--- src/rtl/cw_datapath_pkg.sv ---
// Package: shared layout of the control word and function codes.
// Assumes a fixed 16-bit word with 3-bit register addresses.
package cw_datapath_pkg;

    localparam int CW_BITS   = 16;
    localparam int RADDR_W   = 3;
    localparam int NUM_REGS  = 1 << RADDR_W;
    localparam int FCODE_W   = 4;

    // Field layout, most significant field first; positions are behaviour.
    typedef struct packed {
        logic [RADDR_W-1:0] dst;
        logic [RADDR_W-1:0] src_a;
        logic [RADDR_W-1:0] src_b;
        logic               b_const;
        logic [FCODE_W-1:0] fcode;
        logic               d_ext;
        logic               wr_en;
    } ctrl_t;

    // Adder operand modes (code bits [2:1] when bit 3 is clear)
    localparam logic [1:0] YSEL_ZERO = 2'b00;
    localparam logic [1:0] YSEL_B    = 2'b01;
    localparam logic [1:0] YSEL_NOTB = 2'b10;
    localparam logic [1:0] YSEL_ONES = 2'b11;

    // Bitwise / shift operations (code bits [1:0] when bit 3 is set)
    localparam logic [1:0] BOP_AND   = 2'b00;
    localparam logic [1:0] BOP_OR    = 2'b01;
    localparam logic [1:0] BOP_XOR   = 2'b10;
    localparam logic [1:0] BOP_NOTA  = 2'b11;
    localparam logic [1:0] SOP_SHR   = 2'b01;
    localparam logic [1:0] SOP_SHL   = 2'b10;

endpackage

--- src/rtl/cw_regfile.sv ---
// Module: register file with one write port and two combinational read ports.
// Assumes synchronous active-low reset clearing every entry; reads return the
// value held before the current edge, so read-before-write is natural.
module cw_regfile #(
    parameter int W      = 16,
    parameter int AW     = 3,
    localparam int NREGS = 1 << AW
) (
    input  logic          clk,
    input  logic          rst_n,
    input  logic          wr_en,
    input  logic [AW-1:0] wr_addr,
    input  logic [W-1:0]  wr_data,
    input  logic [AW-1:0] rd_a_addr,
    output logic [W-1:0]  rd_a_data,
    input  logic [AW-1:0] rd_b_addr,
    output logic [W-1:0]  rd_b_data
);

    logic [W-1:0]     entry [NREGS];
    logic [NREGS-1:0] load_sel;

    // Decode the write address into one load strobe per entry
    always_comb begin
        load_sel = '0;
        if (wr_en) begin
            load_sel[wr_addr] = 1'b1;
        end
    end

    for (genvar i = 0; i < NREGS; i++) begin : g_entry
        // Hold, clear on reset, or load one entry
        always_ff @(posedge clk) begin
            if (!rst_n) begin
                entry[i] <= '0;
            end else if (load_sel[i]) begin
                entry[i] <= wr_data;
            end
        end
    end

    // Combinational read ports
    always_comb begin
        rd_a_data = entry[rd_a_addr];
        rd_b_data = entry[rd_b_addr];
    end

endmodule

--- src/rtl/cw_arith.sv ---
// Module: arithmetic section, A + Y + carry-in with Y chosen from B by a mode.
// Assumes W >= 2; reports carry out and two's-complement overflow.
module cw_arith
    import cw_datapath_pkg::*;
#(
    parameter int W = 16
) (
    input  logic [W-1:0] op_a,
    input  logic [W-1:0] op_b,
    input  logic [1:0]   y_mode,
    input  logic         cin,
    output logic [W-1:0] sum,
    output logic         cout,
    output logic         ovf
);

    logic [W-1:0] y_val;
    logic         carry_into_msb;

    // Build the adder's second operand from B
    always_comb begin
        unique case (y_mode)
            YSEL_ZERO: y_val = '0;
            YSEL_B:    y_val = op_b;
            YSEL_NOTB: y_val = ~op_b;
            default:   y_val = '1;
        endcase
    end

    // Full-width add with carry out
    always_comb begin
        {cout, sum} = {1'b0, op_a} + {1'b0, y_val} + {{W{1'b0}}, cin};
    end

    // Overflow from the carry into and out of the sign bit
    always_comb begin
        carry_into_msb = op_a[W-1] ^ y_val[W-1] ^ sum[W-1];
        ovf            = carry_into_msb ^ cout;
    end

endmodule

--- src/rtl/cw_bitops.sv ---
// Module: bitwise logic and single-step shifter on the function unit operands.
// Assumes zero fill on both shift directions; B passes through otherwise.
module cw_bitops
    import cw_datapath_pkg::*;
#(
    parameter int W = 16
) (
    input  logic [W-1:0] op_a,
    input  logic [W-1:0] op_b,
    input  logic         shift_grp,
    input  logic [1:0]   op_sel,
    output logic [W-1:0] result
);

    logic [W-1:0] logic_res;
    logic [W-1:0] shift_res;

    // Bitwise operations on A and B
    always_comb begin
        unique case (op_sel)
            BOP_AND: logic_res = op_a & op_b;
            BOP_OR:  logic_res = op_a | op_b;
            BOP_XOR: logic_res = op_a ^ op_b;
            default: logic_res = ~op_a;
        endcase
    end

    // Shift or pass operand B
    always_comb begin
        unique case (op_sel)
            SOP_SHR: shift_res = {1'b0, op_b[W-1:1]};
            SOP_SHL: shift_res = {op_b[W-2:0], 1'b0};
            default: shift_res = op_b;
        endcase
    end

    // Pick the group named by the code
    always_comb begin
        result = shift_grp ? shift_res : logic_res;
    end

endmodule

--- src/rtl/cw_datapath.sv ---
// Module: control-word driven datapath top. Applies one microoperation per
// clock: reads two registers, forms bus B, runs the function unit, and writes
// back the result or data_in. Assumes the control word is stable each cycle.
module cw_datapath
    import cw_datapath_pkg::*;
#(
    parameter int W = 16
) (
    input  logic               clk,
    input  logic               rst_n,
    input  logic [CW_BITS-1:0] ctrl_word,
    input  logic [W-1:0]       const_in,
    input  logic [W-1:0]       data_in,
    output logic [W-1:0]       addr_out,
    output logic [W-1:0]       data_out,
    output logic               flag_v,
    output logic               flag_c,
    output logic               flag_n,
    output logic               flag_z
);

    ctrl_t        cw;
    logic [W-1:0] bus_a;
    logic [W-1:0] reg_b;
    logic [W-1:0] bus_b;
    logic [W-1:0] arith_res;
    logic [W-1:0] bit_res;
    logic [W-1:0] func_res;
    logic [W-1:0] bus_d;
    logic         arith_cout;
    logic         arith_ovf;
    logic         is_bitop;

    // Split the word into its named fields
    always_comb begin
        cw       = ctrl_t'(ctrl_word);
        is_bitop = cw.fcode[3];
    end

    cw_regfile #(
        .W  (W),
        .AW (RADDR_W)
    ) u_regs (
        .clk       (clk),
        .rst_n     (rst_n),
        .wr_en     (cw.wr_en),
        .wr_addr   (cw.dst),
        .wr_data   (bus_d),
        .rd_a_addr (cw.src_a),
        .rd_a_data (bus_a),
        .rd_b_addr (cw.src_b),
        .rd_b_data (reg_b)
    );

    // Bus B source: register or external constant
    always_comb begin
        bus_b = cw.b_const ? const_in : reg_b;
    end

    cw_arith #(.W(W)) u_arith (
        .op_a   (bus_a),
        .op_b   (bus_b),
        .y_mode (cw.fcode[2:1]),
        .cin    (cw.fcode[0]),
        .sum    (arith_res),
        .cout   (arith_cout),
        .ovf    (arith_ovf)
    );

    cw_bitops #(.W(W)) u_bitops (
        .op_a      (bus_a),
        .op_b      (bus_b),
        .shift_grp (cw.fcode[2]),
        .op_sel    (cw.fcode[1:0]),
        .result    (bit_res)
    );

    // Function unit output and status flags
    always_comb begin
        func_res = is_bitop ? bit_res : arith_res;
        flag_c   = is_bitop ? 1'b0 : arith_cout;
        flag_v   = is_bitop ? 1'b0 : arith_ovf;
        flag_n   = func_res[W-1];
        flag_z   = (func_res == '0);
    end

    // Write-back source and external buses
    always_comb begin
        bus_d    = cw.d_ext ? data_in : func_res;
        addr_out = bus_a;
        data_out = bus_b;
    end

endmodule

--- config.mk ---
export PLATFORM = sky130hd
export DESIGN_NAME = cw_datapath
export DESIGN_NICKNAME = d
export VERILOG_FILES = /design/src/rtl/cw_datapath_pkg.sv /design/src/rtl/cw_regfile.sv /design/src/rtl/cw_arith.sv /design/src/rtl/cw_bitops.sv /design/src/rtl/cw_datapath.sv
export SDC_FILE = /design/constraint.sdc
export NUM_CORES = 1
export LEC_CHECK = 0
export ABC_CLOCK_PERIOD_IN_PS = 4800
export BUFFER_PORTS_ARGS = -buffer_cell sky130_fd_sc_hd__clkbuf_2
export CAP_MARGIN = 20
export CORE_MARGIN = 5
export CORE_UTILIZATION = 59
export DETAILED_ROUTE_END_ITERATION = 10
export GPL_TIMING_DRIVEN = 0
export PLACE_DENSITY = 0.79
export SLEW_MARGIN = 20
export SYNTH_ARGS = -nofsm -noshare
export SYNTH_HDL_FRONTEND = slang
export SYNTH_SLANG_ARGS = --single-unit
export TNS_END_PERCENT = 10
--- constraint.sdc ---
create_clock -name clk -period 4.8 [get_ports clk]
set_input_delay 0.24 -clock clk [delete_from_list [all_inputs] [get_ports clk]]
set_output_delay 0.24 -clock clk [all_outputs]
set_load 0.05 [all_outputs]
==> summary.txt <==
Worst setup path
  • Crit-path cells: mux4_2, mux2i_4, o21ai_4, mux2_2, fa_2, fa_2, a21oi_2, o21bai_2, a221oi_2, buf_4, buf_4, o21ai_0, xnor2_1, o221ai_1, nand2b_1, nor3_4, buf_8
  • CP max stage delay: 0.56 ns
  • Startpoint types: register
  • Crit path capture type: output pin
  • Critical path buffers and inverters: 3
  • Top Family by Delay on Critical Path: multiplexers
  • Critical path peak fanout: 3
  • R2r worst-path depth: 20
  • Crit path max-delay cell type: mux4_2
  • FF-to-FF setup slack: -0.12 ns
  • Worst reg2reg path endpoint: u_regs.entry[1][14]
  • Crit path arrival time: 4.92 ns
  • CP Data Required Time: 4.56 ns
  • Worst flop-to-flop path startpoint: u_regs.entry[7][0]
  • Crit path kind: reg2out

STA
  • Slew headroom: 34.6%
  • RSZ-0062 raised after global routing: true
  • Final Critical Period: 5.16 ns
  • Clock skew: 0.00789 ns
  • Hold slack: 0.297 ns
  • Final setup fails: 10
  • Hold Vio Cnt, Final: 0
  • Slew at the pin closest to its max-slew limit: 0.954 ns
  • Max Fclk: 0.194 GHz
  • Period utilization: 107%
  • Worst Slack Setup Final: -0.357 ns
  • Slew Limit Fails: 0

Cells and area
  • Diodes inserted: 0
  • Share of cells above drive strength 1: 28.7%
  • Design area: 0.0111 sq mm
  • Area growth syn-to-layout: 19.2%
  • Largest regs: u_regs.entry (128)
  • Largest register FFs: 128
  • NumNets Final: 1058
  • Fill count: 1014
  • Reg with most FFs: u_regs.entry

Drt
  • Pre-antenna DRT Iters: 7
  • DR DRC count: 0
  • Per-cell routed wire length: 25.8 microns
  • ANT nets after route: 0
  • WL final: 30.4 mm
  • Vias per cell: 6.88
  • Drt initial violations: 1168
  • Via count: 8102

Floorplanning
  • Die span in x: 136 microns
  • Die area: 0.0184 sq mm
  • Initial Util: 60.7%
  • Row cnt: 45
  • Core Area: 0.0153 sq mm
  • Die Y: 136 microns
  • I/O pin total: 86

Global route
  • Pin count of the biggest net entering global routing: 17
  • All-layer global routing usage: 33.8%
  • Remaining Overflow, GRT: 0
  • Vias in the first global route: 7894
  • Initial antenna violation count: 0
  • First-pass GRT wire length: 45.9 mm

Clock network
  • Clock Sinks: 128
  • H-tree depth: 4
  • Max clock buf depth: 2
  • TritonCTS clock tree: yes
  • Clock Tree Root: clkbuf_16
  • Worst-Skew Late Latency: 0.42 ns
  • Clock slew at reported path FFs: 0.05 ns
  • TritonCTS buffer count: 17

Power and ir drop
  • Internal: 0.00248 W
  • Pwr Total: 0.00372 W
  • Peak supply drop: 0.279 mV
  • Part of the power in combinational logic: 32.4%
  • Sw Ratio: 33.3%
  • Reg power frac: 35.6%
  • Leakage power: 4.44 nW
  • Clk pwr share: 32.0%
  • PD cells: 336 mW/mm^2
  • Net Sw Power: 0.00124 W

Synth
  • Post-Syn Instances: 835
  • Synth area leaders: edfxtp_1 41%, mux4_2 15%, ha_1 6.9%
  • Async SR Flop Fraction: 0%
  • Synth Net Count: 938
  • Synth Cell Area: 0.00929 sq mm
  • Post-synth top cells: 150 x nor2_1, 128 x edfxtp_1, 63 x mux4_2
  • Sequential fraction of the synthesis area: 41.4%
  • Area fraction of the dominant cell type after synthesis: 41.4%
  • Ys flop type: edfxtp_1
  • Number of synthesized register bits: 128
  • Most frequent cell after synthesis: nor2_1
  • Number of flops mapped to enable cells by yosys: 128
  • Syn_area_per_cell: 11.1 sq um
  • Synth area leader: edfxtp_1
  • Synth cell types: 70
  • Synth warn: 0

Min path
  • Hold EP: u_regs.entry[5][12]
  • Worst hold start: data_in[12]
  • Worst Hold Class: in2reg
  • Hold Path Cell Cnt: 3

Place
  • Port Buffer Count: 79
  • Global placement routability congestion: 1.01
  • DP Area: 0.0103 sq mm
  • Dpl hpwl: 21.8 mm

Status
  • Failing checks: setup timing
  • Status: finished, violations left

Flow run
  • Max-cap violations: 0
-- logic make-up (layout without fill, tap and decap cells) --
family          count (synthesis)  in the layout  synth area share (%)
simple gates                  259            259                  11.8
compound gates                156            156                  11.6
flops                         128            128                  41.4
mux                           126            126                  22.5
buf+inv                       104            236                  4.66
fa+ha+maj                      53             53                  7.30
xor+xnor                        9              9                 0.848
-- per-stage QoR --
| stage | std cells | setup WS (ns) | TNS (ns) | utilization, % |
|---|---|---|---|---|
| final | 1178 | -0.357 | -1.35 | 72.3 |
| after global placement | 1125 | -1.10 | -21.52 | 66.3 |
| after detailed placement | 1132 | -1.09 | -22.24 | 67.3 |
| after CTS | 1176 | -0.313 | -0.491 | 71.9 |
| after global routing | 1178 | -0.466 | -2.62 | 72.3 |
| after floorplan | 835 | -0.188 | -0.188 | - |
-- worst min-delay path, cell delays in order --
cell	delay, ns
clkbuf_2	0.10
mux2i_2	0.14
nor2_1	0.11
-- cell type report --
type | count | area [sq um] | area share (%)
multi-input combinational | 603 | 5330 | 48.1
sequential | 128 | 3840 | 34.7
timing repair buffer | 101 | 621 | 5.60
clock buffer | 21 | 440 | 3.98
buffer | 52 | 287 | 2.59
tap | 211 | 264 | 2.38
inverter | 52 | 198 | 1.78
clock inverter | 10 | 95.1 | 0.859
-- how the worst max path moves through the flow --
stage	start	to	slack, ns	depth (start not counted)
6_report	u_regs.entry[7][0]	flag_z	-0.36	17
5_1_grt	u_regs.entry[7][0]	flag_z	-0.47	16
4_1_cts	u_regs.entry[7][0]	flag_z	-0.31	16
3_5_place_dp	ctrl_word[11]	flag_z	-1.09	16
3_3_place_gp	ctrl_word[11]	flag_z	-1.10	16
2_1_floorplan	ctrl_word[8]	flag_z	-0.19	15
-- per-layer routing --
layer / vias to the layer above / track usage (%) / wire, microns
met1: 3850 / 40.3 / 10100
li1: 3412 / - / -
met5: - / 0 / 0
met3: 138 / 9.18 / 3880
met2: 702 / 57.3 / 14900
met4: 0 / 15.3 / 1570
-- power by group through the flow --
stage          Combinational, W  Sequential (W)  Clock (W)
5_1_grt                 0.00127         0.00133    0.00124
4_1_cts                 0.00116         0.00132    0.00119
3_3_place_gp            0.00105         0.00134          0
6_report                0.00120         0.00132    0.00119
3_5_place_dp            0.00109         0.00134          0
2_1_floorplan          0.000792         0.00133          0
-- what timing repair did --
item                                   4_1_cts  5_1_grt
endpoints found under the hold margin        0        0
gates resized for setup                     17       11
setup buffers                               13        2
hold buffers                                 0        0
pin swaps                                   18        1
setup endpoints to repair                   36       27
-- cell usage in the layout, fill, tap and decap left out, types with 8 or more instances in the layout --
cell,netlist,final
a21oi_1,21,20
o21ai_0,34,26
clkbuf_16,0,17
ha_1,51,50
mux4_2,63,63
nand2_1,58,58
o211ai_1,8,8
buf_4,2,20
mux2_2,24,21
nor2_1,150,150
nor3_1,11,11
inv_1,50,46
clkbuf_2,0,78
nand3_1,11,11
clkbuf_1,33,35
edfxtp_1,128,128
a22oi_1,15,15
mux2i_1,36,25
Note: power is estimated with default switching activity, not from simulation.
